$ cat src/rtl/ctx_sched_pkg.sv
package ctx_sched_pkg;

    localparam int unsigned CTX_COUNT = 5;
    localparam int unsigned CTX_PRIO_W = 3;

    typedef enum logic [1:0] {
        CS_HALT  = 2'b00,
        CS_WAIT  = 2'b01,
        CS_READY = 2'b10
    } ctx_state_e;

    // A state code the write port accepts.
    function automatic logic state_code_ok(input logic [1:0] code);
        return code != 2'b11;
    endfunction

endpackage

$ cat src/rtl/ctx_slot.sv
module ctx_slot
    import ctx_sched_pkg::*;
#(
    parameter int unsigned PRIO_W    = CTX_PRIO_W,
    parameter bit          IS_MASTER = 1'b0
) (
    input  logic              clk,
    input  logic              rst,
    input  logic              wake,
    input  logic              sleep,
    input  logic              halt,
    input  logic              wr_hit,
    input  logic [1:0]        wr_state,
    input  logic [PRIO_W-1:0] wr_prio,
    output logic [1:0]        state_o,
    output logic [PRIO_W-1:0] prio_o
);
    localparam logic [PRIO_W-1:0] TOP_PRIO = {PRIO_W{1'b1}};
    localparam ctx_state_e RST_STATE = IS_MASTER ? CS_READY : CS_HALT;

    ctx_state_e        state_q, state_d;
    logic [PRIO_W-1:0] prio_q;

    // Precedence, lowest first: wake, sleep, master write, halt.
    always_comb begin
        state_d = state_q;
        if (wake && state_q == CS_WAIT)   state_d = CS_READY;
        if (sleep && state_q == CS_READY) state_d = CS_WAIT;
        if (wr_hit)                       state_d = ctx_state_e'(wr_state);
        if (halt && !IS_MASTER)           state_d = CS_HALT;
    end

    always_ff @(posedge clk) begin
        if (rst) begin
            state_q <= RST_STATE;
            prio_q  <= '0;
        end else begin
            state_q <= state_d;
            if (wr_hit && !IS_MASTER) prio_q <= wr_prio;
        end
    end

    assign state_o = state_q;
    assign prio_o  = IS_MASTER ? TOP_PRIO : prio_q;

endmodule

$ cat src/rtl/ctx_pick.sv
module ctx_pick #(
    parameter int unsigned N_CTX  = 5,
    parameter int unsigned PRIO_W = 3,
    localparam int unsigned ID_W  = $clog2(N_CTX)
) (
    input  logic [N_CTX-1:0]             ready,
    input  logic [N_CTX-1:0][PRIO_W-1:0] prio,
    output logic [ID_W-1:0]              win_id,
    output logic                         any
);
    logic [PRIO_W-1:0] best;

    // Scanning from the top index down with >= lets a lower index win a tie.
    always_comb begin
        win_id = '0;
        best   = '0;
        any    = 1'b0;
        for (int i = N_CTX - 1; i >= 0; i--) begin
            if (ready[i] && (!any || prio[i] >= best)) begin
                any    = 1'b1;
                best   = prio[i];
                win_id = ID_W'(i);
            end
        end
    end

endmodule

$ cat src/rtl/ctx_scheduler.sv
module ctx_scheduler
    import ctx_sched_pkg::*;
#(
    parameter int unsigned N_CTX  = CTX_COUNT,
    parameter int unsigned PRIO_W = CTX_PRIO_W,
    localparam int unsigned ID_W  = $clog2(N_CTX)
) (
    input  logic              clk,
    input  logic              rst,
    input  logic [N_CTX-1:0]  wake_i,
    input  logic              sleep_i,
    input  logic [N_CTX-1:0]  halt_req_i,
    input  logic              wr_en_i,
    input  logic [ID_W-1:0]   wr_src_i,
    input  logic [ID_W-1:0]   wr_tgt_i,
    input  logic [1:0]        wr_state_i,
    input  logic [PRIO_W-1:0] wr_prio_i,
    input  logic [ID_W-1:0]   rd_idx_i,
    output logic [1:0]        rd_state_o,
    output logic [PRIO_W-1:0] rd_prio_o,
    output logic [ID_W-1:0]   sel_id_o,
    output logic              sel_valid_o
);
    localparam logic [ID_W:0] CTX_LIMIT = (ID_W + 1)'(N_CTX);

    logic [N_CTX-1:0][1:0]        st_vec;
    logic [N_CTX-1:0][PRIO_W-1:0] pr_vec;
    logic [N_CTX-1:0]             ready_vec;
    logic [ID_W-1:0]              win_id;
    logic                         any_ready;
    logic [ID_W-1:0]              last_q;
    logic                         wr_ok;

    assign wr_ok = wr_en_i && (wr_src_i == '0) && state_code_ok(wr_state_i)
                && ({1'b0, wr_tgt_i} < CTX_LIMIT);

    for (genvar k = 0; k < N_CTX; k++) begin : g_slot
        ctx_slot #(
            .PRIO_W   (PRIO_W),
            .IS_MASTER(k == 0)
        ) u_slot (
            .clk     (clk),
            .rst     (rst),
            .wake    (wake_i[k]),
            .sleep   (sleep_i && sel_valid_o && sel_id_o == ID_W'(k)),
            .halt    (halt_req_i[k]),
            .wr_hit  (wr_ok && wr_tgt_i == ID_W'(k)),
            .wr_state(wr_state_i),
            .wr_prio (wr_prio_i),
            .state_o (st_vec[k]),
            .prio_o  (pr_vec[k])
        );
        assign ready_vec[k] = (st_vec[k] == CS_READY);
    end

    ctx_pick #(
        .N_CTX (N_CTX),
        .PRIO_W(PRIO_W)
    ) u_pick (
        .ready (ready_vec),
        .prio  (pr_vec),
        .win_id(win_id),
        .any   (any_ready)
    );

    assign sel_valid_o = any_ready;
    assign sel_id_o    = any_ready ? win_id : last_q;

    always_ff @(posedge clk) begin
        if (rst) last_q <= '0;
        else     last_q <= sel_id_o;
    end

    always_comb begin
        rd_state_o = '0;
        rd_prio_o  = '0;
        if ({1'b0, rd_idx_i} < CTX_LIMIT) begin
            rd_state_o = st_vec[rd_idx_i];
            rd_prio_o  = pr_vec[rd_idx_i];
        end
    end

endmodule

$ cat config.mk
export PLATFORM = sky130hd
export DESIGN_NAME = ctx_scheduler
export DESIGN_NICKNAME = d
export VERILOG_FILES = /design/src/rtl/ctx_sched_pkg.sv /design/src/rtl/ctx_slot.sv /design/src/rtl/ctx_pick.sv /design/src/rtl/ctx_scheduler.sv
export SDC_FILE = /design/constraint.sdc
export NUM_CORES = 1
export LEC_CHECK = 0
export CORE_ASPECT_RATIO = 0.8
export CORE_UTILIZATION = 30
export DETAILED_ROUTE_END_ITERATION = 12
export DONT_BUFFER_PORTS = 1
export PLACE_DENSITY = 0.54
export SLEW_MARGIN = 20
export SYNTH_ARGS = -nofsm -noshare
export SYNTH_HDL_FRONTEND = slang
export SYNTH_HIERARCHICAL = 1
export SYNTH_SLANG_ARGS = --single-unit
$ cat constraint.sdc
create_clock -name clk -period 12.3 [get_ports clk]
set_input_delay 1.23 -clock clk [delete_from_list [all_inputs] [get_ports clk]]
set_output_delay 1.23 -clock clk [all_outputs]
set_load 0.05 [all_outputs]
Yosys cells after proc, flatten, opt, wreduce, memory -nomap -nowiden
Cells that the tools add are included.
- multipliers: 0
- shifts and indexed selects: 0
- divide/modulo/power cells: 0
- equality and inequality tests: 19
- bitwise operators: 0
- add/sub/neg operators: 0
- reductions and logical operators: 48
- multiplexer cells: 36
- magnitude comparators: 7
- operators with widths (cell ; number):
    3-bit 2-to-1 mux ; 12
    2-bit 2-to-1 mux ; 17
    1-bit logical AND ; 28
    3-bit nonzero test ; 5
    3-bit by 2-bit == test with 1-bit output, second input constant ; 4
    2-bit by 1-bit == test with 1-bit output, second input constant ; 5
    2-bit == test, second input constant ; 5
    3-bit binary-select mux with 3-bit select ; 1
    3-bit >= comparator ; 3
    3-bit zero test ; 3
    2-bit OR reduction ; 4
    2-bit binary-select mux with 3-bit select ; 1
    3-bit by 1-bit == test with 1-bit output, second input constant ; 2
    3-bit == test, second input constant ; 2
    3-bit < comparator, second input constant ; 2
    1-bit 2-to-1 mux ; 5
    1-bit zero test ; 4
    1-bit logical OR ; 4
    3-bit by 4-bit < comparator with 1-bit output, second input constant ; 1
    3-bit >= comparator, first input constant ; 1
    2-bit != test, second input constant ; 1
- bits in latches: 0
- bits in read-only memories: 0
- output and inout bits: 9
- memory bits (writable): 0
- memories kept: 0
- word-level logic and storage cells: 120
- register bits: 25

Depth between registers and ports, before layout
Gate-level depths: netlist of run 1.
- depth in word-level cells: 24
- mapped depth: 32
- depth with buffers taken out: 30

Cells and area by module
Netlist of run 1, hierarchy kept.
- modules (own cells, without submodules) (module ; area an instance (µm²) ; cells an instance ; instances):
    ctx_slot at g_slot[1].u_slot ... ; 203.9 ; 23 ; 4
    ctx_pick ; 583.1 ; 74 ; 1
    ctx_scheduler ; 498.0 ; 59 ; 1
    ctx_slot at g_slot[0].u_slot ; 122.6 ; 17 ; 1

Worst setup path before layout of run 1
Ideal clock, no wire load.
- path kind: reg-to-output
- from: register g_slot[4].u_slot.state_q[1]
- to: output sel_id_o[2]
- setup slack: 5.540 ns
- arrival time: 5.530 ns
- stages on the path, launching flop included: 28
- path through: dfxtp_1 -> nor2b_1 -> buf_4 -> nand2_1 -> ha_1 -> nand2_1 -> nand3b_1 -> o21ai_2 -> mux2i_1 -> inv_1 -> ha_1 -> nand2b_1 -> a2111oi_4 -> or2_1 -> buf_4 -> mux2i_1 -> ha_1 -> o21ai_1 -> a21oi_1 -> o31ai_4 -> nand2_4 -> o221ai_2 -> ha_1 -> a21o_1 -> a211o_1 -> a21boi_1 -> and4_1 -> mux2_2
- cells in the longest elaborated chain, start to end: 19
- elaborated cells on any way between the ends: 32
- those cells by class: order compare: 4; eq/ne: 1; mux: 15; reduce/logical: 12
- ends and longest elaborated chain (what ; RTL line ; RTL):
    start, declared ; ctx_slot.sv:21 ; ctx_state_e state_q, state_d;
    start signal, assigned ; ctx_slot.sv:38 ; state_q <= state_d;
    2-bit == test (*) ; ctx_scheduler.sv:53 ; assign ready_vec[k] = (st_vec[k] == CS_READY);
    net ready_vec[4] ; ctx_scheduler.sv:28 ; logic [N_CTX-1:0] ready_vec;
    3-bit 2-to-1 mux / 1-bit 2-to-1 mux (equally long branches) ; ctx_pick.sv:19 ; if (ready[i] && (!any || prio[i] >= best)) begin
    3-bit >= comparator / 1-bit zero test (equally long branches) ; ctx_pick.sv:19 ;
    1-bit logical OR ; ctx_pick.sv:19 ;
    1-bit logical AND ; ctx_pick.sv:19 ;
    3-bit 2-to-1 mux / 1-bit 2-to-1 mux (equally long branches) ; ctx_pick.sv:19 ;
    3-bit >= comparator / 1-bit zero test (equally long branches) ; ctx_pick.sv:19 ;
    (+5 left out) ; - ;
    1-bit logical AND ; ctx_pick.sv:19 ;
    3-bit 2-to-1 mux / 1-bit 2-to-1 mux (equally long branches) ; ctx_pick.sv:19 ;
    3-bit >= comparator / 1-bit zero test (equally long branches) ; ctx_pick.sv:19 ;
    1-bit logical OR ; ctx_pick.sv:19 ;
    1-bit logical AND ; ctx_pick.sv:19 ;
    3-bit 2-to-1 mux (*) ; ctx_pick.sv:19 ;
    net win_id[2] ; ctx_scheduler.sv:29 ; logic [ID_W-1:0] win_id;
    3-bit 2-to-1 mux (*) ; ctx_scheduler.sv:67 ; assign sel_id_o = any_ready ? win_id : last_q;
    end, declared ; ctx_scheduler.sv:21 ; output logic [ID_W-1:0] sel_id_o,
The timed path passes the listed nets; every way through them passes the cells marked *.

Worst setup path after layout of run 1
Same ends and word-level chain as after synthesis.

==> flow_summary.ini, run 1 <==
[power_and_ir_drop]
powerDensity_nw_per_um2 = 74.3
pwr-share-comb = 0.127
total_leakage_power_nw = 0.771
net-switching-power_uw = 44.5
clock_power_share = 0.344
power.total_uw = 158
ir_drop_mv = 0.0398
sw_frac_of_total = 0.282
p_int_uw = 113
power.sequential.fraction = 0.530

[die]
initial_core_util = 0.314
die_h_um = 75.4
floorplan.rows = 26
design.portCount = 37
chipWidth_um = 93.7
die_area_um2 = 7070
placeableCoreArea_um2 = 6440

[global_route]
grt_start_max_net_pins = 23
gr-max-usage-layer = met1
grt_util_met2 = 0.210
grt.overflow.total = 0
globalRouteTotalUtil = 0.145
antenna_found_initial = 0
grt_pass1_wl_um = 7700
grt_pass1_vias = 1482
grt_util_met3 = 0.0389
gr-usage-met1 = 0.211

[logic_synthesis]
synth-async-reset-ratio = 0
synth_area_per_cell_um2 = 8.34
synth_top_area_frac = 0.248
synth.ff_latch_count = 25
ys.warnings.count = 6
synthesis.instances = 242
synth_cell_type_count = 49
post_synth_edffs = 0
synth_area_um2 = 2020
synth_flop_cell = dfxtp_1
yosysTopAreaCell = dfxtp_1
top_count_cell_post_synth = dfxtp_1
synth.yosys.seq_area_share = 0.248
synth_top_cells_by_count = 25 x dfxtp_1, 23 x mux2i_1, 22 x nor2_1
synth.area.top_cells = dfxtp_1 25%, mux2i_1 11%, ha_1 7.4%

[critical_path]
endpoint_kind = output pin
r2r-start = g_slot[4].u_slot/state_o[1]
startpoint = g_slot[4].u_slot/state_o[1]
ff2ff_path_depth = 28
cp_slowest_stage_delay_ps = 560
critical_path.top_delay_family = compound AO/OA/AOI/OAI gates
critical_path_buf_inv_count = 1
timing.critical_path.mode_cell = ha_1
crit_path_dat_ps = 6960
crit_type = reg2out
critical_path_s_slowest_cell = nor2b_1
critical_path.reg2reg.endpoint = g_slot[4].u_slot/state_o[1]
critical_path.max_fanout = 9
reg2reg_setup_slack_ps = 4930
critical_path_source_type = flop
critPathRequiredTime_ps = 11070

[detailed_routing]
detailedRoute.firstIterationViolations = 48
drc_errors = 0
drt_pass1_iterations = 4
route.vias.total = 1647
routed_wirelength_um = 4810
antenna_left = 0
post_drt_via_cell_ratio = 5.10
wire_per_inst_um = 14.9

[run]
maxCapViolCount = 0

[status]
outcome = finished, final reports clean

[worst_hold_path]
hold_class = reg2reg
worstHoldEndpoint = g_slot[3].u_slot/state_o[1]
worst_hold_path.num_cells = 2
min-delay-start = g_slot[3].u_slot/state_o[1]

[clocking]
cts_resized = 0
clock_path_buffers = 2
root_buffer = clkbuf_8
cts_made_buffers = 3
clock_tree.htree_level_count = 1
cts_setup_buffers = 0
cts_tree = done
worst_skew_pair.late_latency_ps = 280
numClockSinks = 25
hold_buffers = 0
clock_pin_slew_of_the_registers_on_the_worst_case_setup_and_hold_paths_ps = 100

[timing]
total_negative_slack_ps = 0
worstMarginPinSlew_ps = 744
timing.clock.skew_ps = 7.97
hold_violations = 0
final-setup-viol-count = 0
fmaxAchievable_mhz = 122
timing.final.max_slew_violations = 0
layout_worst_path_cycle_share = 0.666
layout_min_cycle_time_ps = 8190
grt_setup_unrepaired = false
slew_headroom = 0.497

[finish]
multiInputGateArea_um2 = 1380
area.sequential_um2 = 500
number_of_diodes = 0
layout.filler_cells = 724
fin_nets = 280
layout-drive-gt1-share = 0.105
area.growth.synth_to_final_pct = 5.02

[placement]
place_congestion = 0.811
buffer_ports.inserted = 0
hpwlAfterDp_um = 3900
-- layout by cell type, fill, tap and decap left out, types with 4 or more instances in the layout --
master,n
dfxtp_1,25
mux2i_1,23
nor2_1,22
nand2_1,20
inv_1,20
nor2b_1,13
ha_1,12
a21oi_1,11
o21ai_0,9
nor3_1,7
mux2_2,6
a21boi_1,5
o221ai_1,4
-- layer usage --
layer / share of wire / vias up
li1: - / 848
met2: 0.40 / 29
met5: 0 / -
met4: 0.0085 / 0
met1: 0.54 / 766
met3: 0.049 / 4
-- power by group through the flow --
stage               Sequential (mW)  Clock [mW]  Combinational (mW)
floorplan                    0.0850           0              0.0193
global placement             0.0854           0              0.0199
detailed placement           0.0854           0              0.0200
CTS                          0.0835      0.0558              0.0201
global route                 0.0838      0.0588              0.0217
finish                       0.0835      0.0542              0.0200
-- flip-flops by register name, indices dropped and copies added, names as in the netlist --
register and count:
g_slot.u_slot/state_o 10, g_slot.u_slot/prio_o 12, last_q 3
-- area by class of cell --
class	instances	area share
clock inverters	1	0.00413
flip-flops and latches	25	0.236
clock buffers	3	0.0195
well taps	84	0.0496
repair buffers	2	0.00708
inverters	20	0.0354
multi-input cells	188	0.648
-- cell families after synthesis --
group | after synthesis | synth area share
multiplexers | 31 | 0.162
AND/OR/NAND/NOR | 91 | 0.246
adder cells (fa/ha/maj) | 12 | 0.0743
AO/OA/AOI/OAI | 51 | 0.193
flip-flops | 25 | 0.248
other | 1 | 0.00186
buffers and inverters | 31 | 0.0750
-- worst min-delay path, stage by stage, from the launching register on --
cell and delay, ps:
dfxtp_1 340, o21ai_0 80, a21oi_1 60
-- stage by stage --
stage	hold WS, ps	worst slack (ps)	std cells	utilization	instance area [µm²]
global route	534	3640	323	0.329	2120
CTS	511	4090	323	0.329	2120
global placement	492	4460	319	0.321	2070
detailed placement	496	4430	319	0.321	2070
finish	510	4110	323	0.329	2120
floorplan	465	5540	244	-	2030
-- worst max path at each step --
stage | slack (ps) | end | cells after the start
after CTS | 4090 | sel_id_o[2] | 25
after global routing | 3640 | sel_id_o[2] | 25
after detailed placement | 4430 | sel_id_o[2] | 25
final | 4110 | sel_id_o[2] | 25
after global placement | 4460 | sel_id_o[2] | 25
after floorplan | 5540 | sel_id_o[2] | 27
Power figures use the tool's default switching activity.
==> run 2, diff against run 1 <==
Clock period 12.3 ns to 8.5 ns, I/O delays scaled along.
==> run 2 against run 1 <==
  * Sequential power rose by 45%
  * Utilization did not move
  * Count of clock-buffer cells in the layout stayed put
  * Register-to-register slack worse by 3800 ps
  * Clock skew decreased by 4.5 ps
  * Largest power group unchanged
  * Highest routed layer unchanged
==> flow_summary.ini, run 2 (synthesis results as in run 1) <==
[clocking]
cts_setup_buffers = 0
cts_made_buffers = 3
root_buffer = clkbuf_8
clock_path_buffers = 2
cts_tree = done
cts_resized = 0
clock_tree.htree_level_count = 1
numClockSinks = 25
hold_buffers = 0
worst_skew_pair.late_latency_ps = 280
clock_pin_slew_of_the_registers_on_the_worst_case_setup_and_hold_paths_ps = 100

[power_and_ir_drop]
ir_drop_mv = 0.0676
net-switching-power_uw = 63.7
total_leakage_power_nw = 0.771
sw_frac_of_total = 0.280
powerDensity_nw_per_um2 = 107
p_int_uw = 164
power.total_uw = 227
power.sequential.fraction = 0.532
clock_power_share = 0.340
pwr-share-comb = 0.128

[status]
outcome = finished, final reports clean

[die]
die_area_um2 = 7070
floorplan.rows = 26
placeableCoreArea_um2 = 6440
die_h_um = 75.4
initial_core_util = 0.314
chipWidth_um = 93.7
design.portCount = 37

[timing]
worstMarginPinSlew_ps = 721
layout_worst_path_cycle_share = 0.919
total_negative_slack_ps = 0
fmaxAchievable_mhz = 128
final-setup-viol-count = 0
hold_violations = 0
final.setup.worst_slack_ps = 693
timing.final.max_slew_violations = 0
timing.clock.skew_ps = 3.43
grt_setup_unrepaired = false
hold_ws_ps = 506
layout_min_cycle_time_ps = 7810
slew_headroom = 0.512

[finish]
layout.filler_cells = 703
finalCoreUtilization = 0.329
final_design_area_no_fill_um2 = 2120
layout-drive-gt1-share = 0.105
max_ffs_per_register = 12
fin_nets = 280
number_of_diodes = 0
area.growth.synth_to_final_pct = 5.02
commonest_cells_after_routing_fill_and_taps_aside = 25 x dfxtp_1, 23 x mux2i_1, 22 x nor2_1
mostFrequentLayoutCell = dfxtp_1
final_cells = 323

[global_route]
globalRouteTotalUtil = 0.144
grt_pass1_vias = 1472
grt.overflow.total = 0
grt_start_max_net_pins = 23
antenna_found_initial = 0
grt_pass1_wl_um = 7690

[worst_hold_path]
worst_hold_path.num_cells = 2
hold_class = reg2reg

[placement]
hpwlAfterDp_um = 3860
buffer_ports.inserted = 0
pre_cts_ws_ps = 987
dp_cells = 319
placedInstanceArea_um2 = 2070
place_congestion = 0.809

[critical_path]
crit_type = reg2out
endpoint_kind = output pin
ff2ff_path_depth = 28
critical_path_source_type = flop
critical_path.max_fanout = 9
critPathRequiredTime_ps = 7650
crit_path_dat_ps = 6960

[detailed_routing]
detailedRoute.firstIterationViolations = 59
drt_pass1_iterations = 4
route.vias.total = 1633
wire_per_inst_um = 14.8
routed_wirelength_um = 4770
drc_errors = 0
post_drt_via_cell_ratio = 5.06
antenna_left = 0

[run]
maxCapViolCount = 0
## run 2: cell counts in the layout (fill, tap and decap cells not counted)
Identical to the previous run, type by type.
## run 2: layout make-up
type / count / area (µm²) / share of cell area
Inverter: 20 / 75.1 / 0.0354
Sequential cell: 25 / 500 / 0.236
Tap cell: 84 / 105 / 0.0496
Clock inverter: 1 / 8.76 / 0.00413
Timing Repair Buffer: 2 / 15.0 / 0.00708
Multi-Input combinational cell: 188 / 1380 / 0.648
Clock buffer: 3 / 41.3 / 0.0195
## run 2: worst max-delay path: stages (launching register included)
cell	delay, ps
dfxtp_1	370
nor2b_1	570
nand2_1	170
ha_1	320
nand2_1	70
nand3b_1	80
o21ai_2	390
mux2i_1	380
inv_1	80
ha_1	260
nand2b_1	190
a2111oi_4	410
or2_1	320
mux2i_1	230
ha_1	240
o21ai_1	110
a21oi_1	90
o31ai_4	500
nand2_4	100
o221ai_2	160
ha_1	250
a21o_1	160
a211o_1	310
a21boi_1	180
and4_1	330
mux2_2	380
## run 2: final timing paths
check | end | slack [ps] | from
setup / recovery | sel_id_o[2] | 690 | g_slot[4].u_slot/state_o[1]
hold reg to reg | g_slot[3].u_slot/state_o[1] | 510 | g_slot[3].u_slot/state_o[1]
hold / removal | g_slot[3].u_slot/state_o[1] | 510 | g_slot[3].u_slot/state_o[1]
setup reg to reg | g_slot[4].u_slot/state_o[1] | 1140 | g_slot[4].u_slot/state_o[1]
## run 2: layer usage
layer,GRT usage,up-vias,wire (µm)
met5,0,-,0
met4,0.0359,0,38
met3,0.0379,2,255
met2,0.211,30,1870
met1,0.209,749,2610
li1,-,852,-
## run 2: power by group through the flow
stage                     clock, mW  combinational, mW  sequential (mW)
after CTS                    0.0803             0.0291            0.121
after floorplan                   0             0.0280            0.123
after detailed placement          0             0.0290            0.124
after global routing         0.0846             0.0316            0.121
final                        0.0773             0.0292            0.121
after global placement            0             0.0289            0.124
==> run 3, diff against run 2 <==
Settings changed: RECOVER_POWER from default to 50, SYNTH_HIERARCHICAL 1 to default.
==> run 3 against run 2 <==
  * Non-clock buffer count shrank 2
  * Via count is 7.4% lower
  * Largest power group unchanged
  * Register-to-register slack gained 1900 ps
  * Critical path type unchanged
  * Highest routed layer unchanged
  * Utilization rose by 0.89 points
  * Cell area shrank 17%
  * Synthesized cell count decreased by 13%
  * Critical path depth down 9
  * Clock power fell by 3.6%
  * Largest cell class unchanged
  * Setup slack better by 1600 ps
==> flow_summary.ini, run 3 <==
[global_route]
globalRouteTotalUtil = 0.155
gr-usage-met1 = 0.215
grt_pass1_wl_um = 6820
grt.overflow.total = 0
grt_util_met3 = 0.0333
grt_pass1_vias = 1258
antenna_found_initial = 0
grt_util_met2 = 0.256
gr-max-usage-layer = met2
grt_start_max_net_pins = 24

[placement]
hpwlAfterDp_um = 3480
buffer_ports.inserted = 0
pre_cts_ws_ps = 2620
place_congestion = 0.800

[critical_path]
critical_path.max_fanout = 7
r2r-start = g_slot[4].u_slot.state_o[1]
reg2reg_setup_slack_ps = 3080
critical_path_source_type = flop
critical_path.reg2reg.endpoint = g_slot[3].u_slot.state_o[0]
endpoint_kind = output pin
startpoint = g_slot[4].u_slot.state_o[1]
critPathRequiredTime_ps = 7650
ff2ff_path_depth = 17
crit_path_dat_ps = 5390
crit_type = reg2out
critPathCapture = sel_id_o[0]

[die]
die_area_um2 = 5860
floorplan.rows = 23
chipWidth_um = 85.3
placeableCoreArea_um2 = 5180
die_h_um = 68.7
initial_core_util = 0.322
design.portCount = 37

[clocking]
cts_resized = 0
numClockSinks = 25
clock_pin_slew_of_the_registers_on_the_worst_case_setup_and_hold_paths_ps = 100
root_buffer = clkbuf_8
hold_buffers = 0
cts_made_buffers = 3
worst_skew_pair.late_latency_ps = 270
clock_path_buffers = 2
cts_setup_buffers = 0
clock_tree.htree_level_count = 1
cts_tree = done

[logic_synthesis]
synth_area_per_cell_um2 = 7.90
synth_area_um2 = 1670
post_synth_fa_ha_maj_area_fraction = 0.0676
main_combinational_cell_family_by_area_after_synthesis = compound AO/OA/AOI/OAI gates
synthesis.instances = 211
synth_flop_cell = dfxtp_1
ys.warnings.count = 0
synth-simple-area-share = 0.223
synth_cell_type_count = 43
post_synth_edffs = 0
top_count_cell_post_synth = dfxtp_1
synth.yosys.seq_area_share = 0.300
synthMuxAreaShare = 0.110
synth-async-reset-ratio = 0
synth.area.top_cells = dfxtp_1 30%, mux2i_1 9.6%, ha_1 6.8%
synth.ff_latch_count = 25
post_synth_xor_area_fraction = 0
fraction_of_the_mapped_netlist_area_in_compound_gates = 0.255
synth_top_area_frac = 0.300
synth_top_cells_by_count = 25 x dfxtp_1, 23 x nand2_1, 23 x nor2_1
yosysTopAreaCell = dfxtp_1
postSynthNetCount = 248

[finish]
layout-drive-gt1-share = 0.0429
fin_nets = 248
number_of_diodes = 0
mostFrequentLayoutCell = dfxtp_1
commonest_cells_after_routing_fill_and_taps_aside = 25 x dfxtp_1, 23 x nand2_1, 23 x nor2_1
finalCoreUtilization = 0.338
max_ffs_per_register = 12
area.growth.synth_to_final_pct = 5.11

[power_and_ir_drop]
powerDensity_nw_per_um2 = 122
ir_drop_mv = 0.0676
total_leakage_power_nw = 0.698

[timing]
grt_setup_unrepaired = false
fmaxAchievable_mhz = 160
final-setup-viol-count = 0
final.setup.worst_slack_ps = 2260
worstMarginPinSlew_ps = 1080
total_negative_slack_ps = 0
hold_violations = 0
slew_headroom = 0.292
timing.clock.skew_ps = 2.41
layout_min_cycle_time_ps = 6240
layout_worst_path_cycle_share = 0.735
timing.final.max_slew_violations = 0

[run]
maxCapViolCount = 0

[detailed_routing]
routed_wirelength_um = 4550
antenna_left = 0
drt_pass1_iterations = 5
drc_errors = 0
route.vias.total = 1512
post_drt_via_cell_ratio = 5.56
wire_per_inst_um = 16.7
detailedRoute.firstIterationViolations = 102

[status]
outcome = finished, final reports clean

[worst_hold_path]
hold_class = reg2reg
[run 3: cell count changes after synthesis, moves of 5 or more]
cell | previous run | this run
a21oi_1 | 11 | 21
mux2i_1 | 23 | 16
inv_1 | 20 | 14
a21boi_1 | 5 | 0
buf_4 | 6 | 1
nor2b_1 | 13 | 8
o22ai_1 | 1 | 6
[run 3: kinds of logic (layout without fill, tap and decap cells)]
kind of cell | after synthesis | count (layout)
AOI/OAI and AO/OA | 64 | 64
muxes | 18 | 18
DFF | 25 | 25
buffers and inverters | 19 | 18
and+or+nand+nor | 76 | 76
adders and majority gates | 9 | 9
[run 3: final cells by class]
class                      count  area (µm²)
clock buffer                   3        41.3
clock inverter                 1        5.00
fill                         570        3430
inverter                      14        52.6
multi-input combinational    167        1070
sequential                    25         500
tap                           62        77.6
[run 3: how the worst min path moves through the flow]
stage,from,end,slack [ps],cells after the start
finish,g_slot[2].u_slot.prio_o[2],g_slot[2].u_slot.prio_o[2],510,2
floorplan,g_slot[2].u_slot.prio_o[0],g_slot[2].u_slot.prio_o[0],460,2
CTS,g_slot[2].u_slot.prio_o[2],g_slot[2].u_slot.prio_o[2],510,2
global placement,g_slot[4].u_slot.prio_o[0],g_slot[4].u_slot.prio_o[0],480,2
detailed placement,g_slot[2].u_slot.prio_o[2],g_slot[2].u_slot.prio_o[2],490,2
global route,g_slot[2].u_slot.prio_o[0],g_slot[2].u_slot.prio_o[0],550,2
[run 3: metrics by stage]
step	power, mW	instances	hold WS (ps)	area (µm²)
finish	0.213	272	512	1750
global route	0.220	272	552	1750
detailed placement	0.141	268	492	1720
CTS	0.215	272	507	1770
floorplan	0.141	211	459	1670
global placement	0.141	268	475	1720
[run 3: metal layers]
metal  vias to the layer above  part of all wire
met5                         -                 0
met4                         0            0.0044
met3                         2             0.053
met2                        43              0.44
met1                       702              0.50
li1                        765                 -
[run 3: worst max-delay path, cell delays in order, from the launching register on]
cell      delay, ps
dfxtp_1         390
nor2b_1         440
nand2_1         140
ha_1            290
a2111o_1        400
nand2_1         110
mux2_2          350
ha_1            270
nor3b_1         200
o221ai_1        190
nand2_1         270
mux2_2          370
ha_1            270
nor2b_1          40
o21ai_0         410
a221oi_2        170
nor2_1          830
[run 3: power breakdown]
| group | switching (mW) | internal, mW |
|---|---|---|
| Combinational | 0.0128 | 0.00606 |
| Sequential | 0.00152 | 0.118 |
| Clock | 0.0416 | 0.0329 |
| Total | 0.0560 | 0.157 |
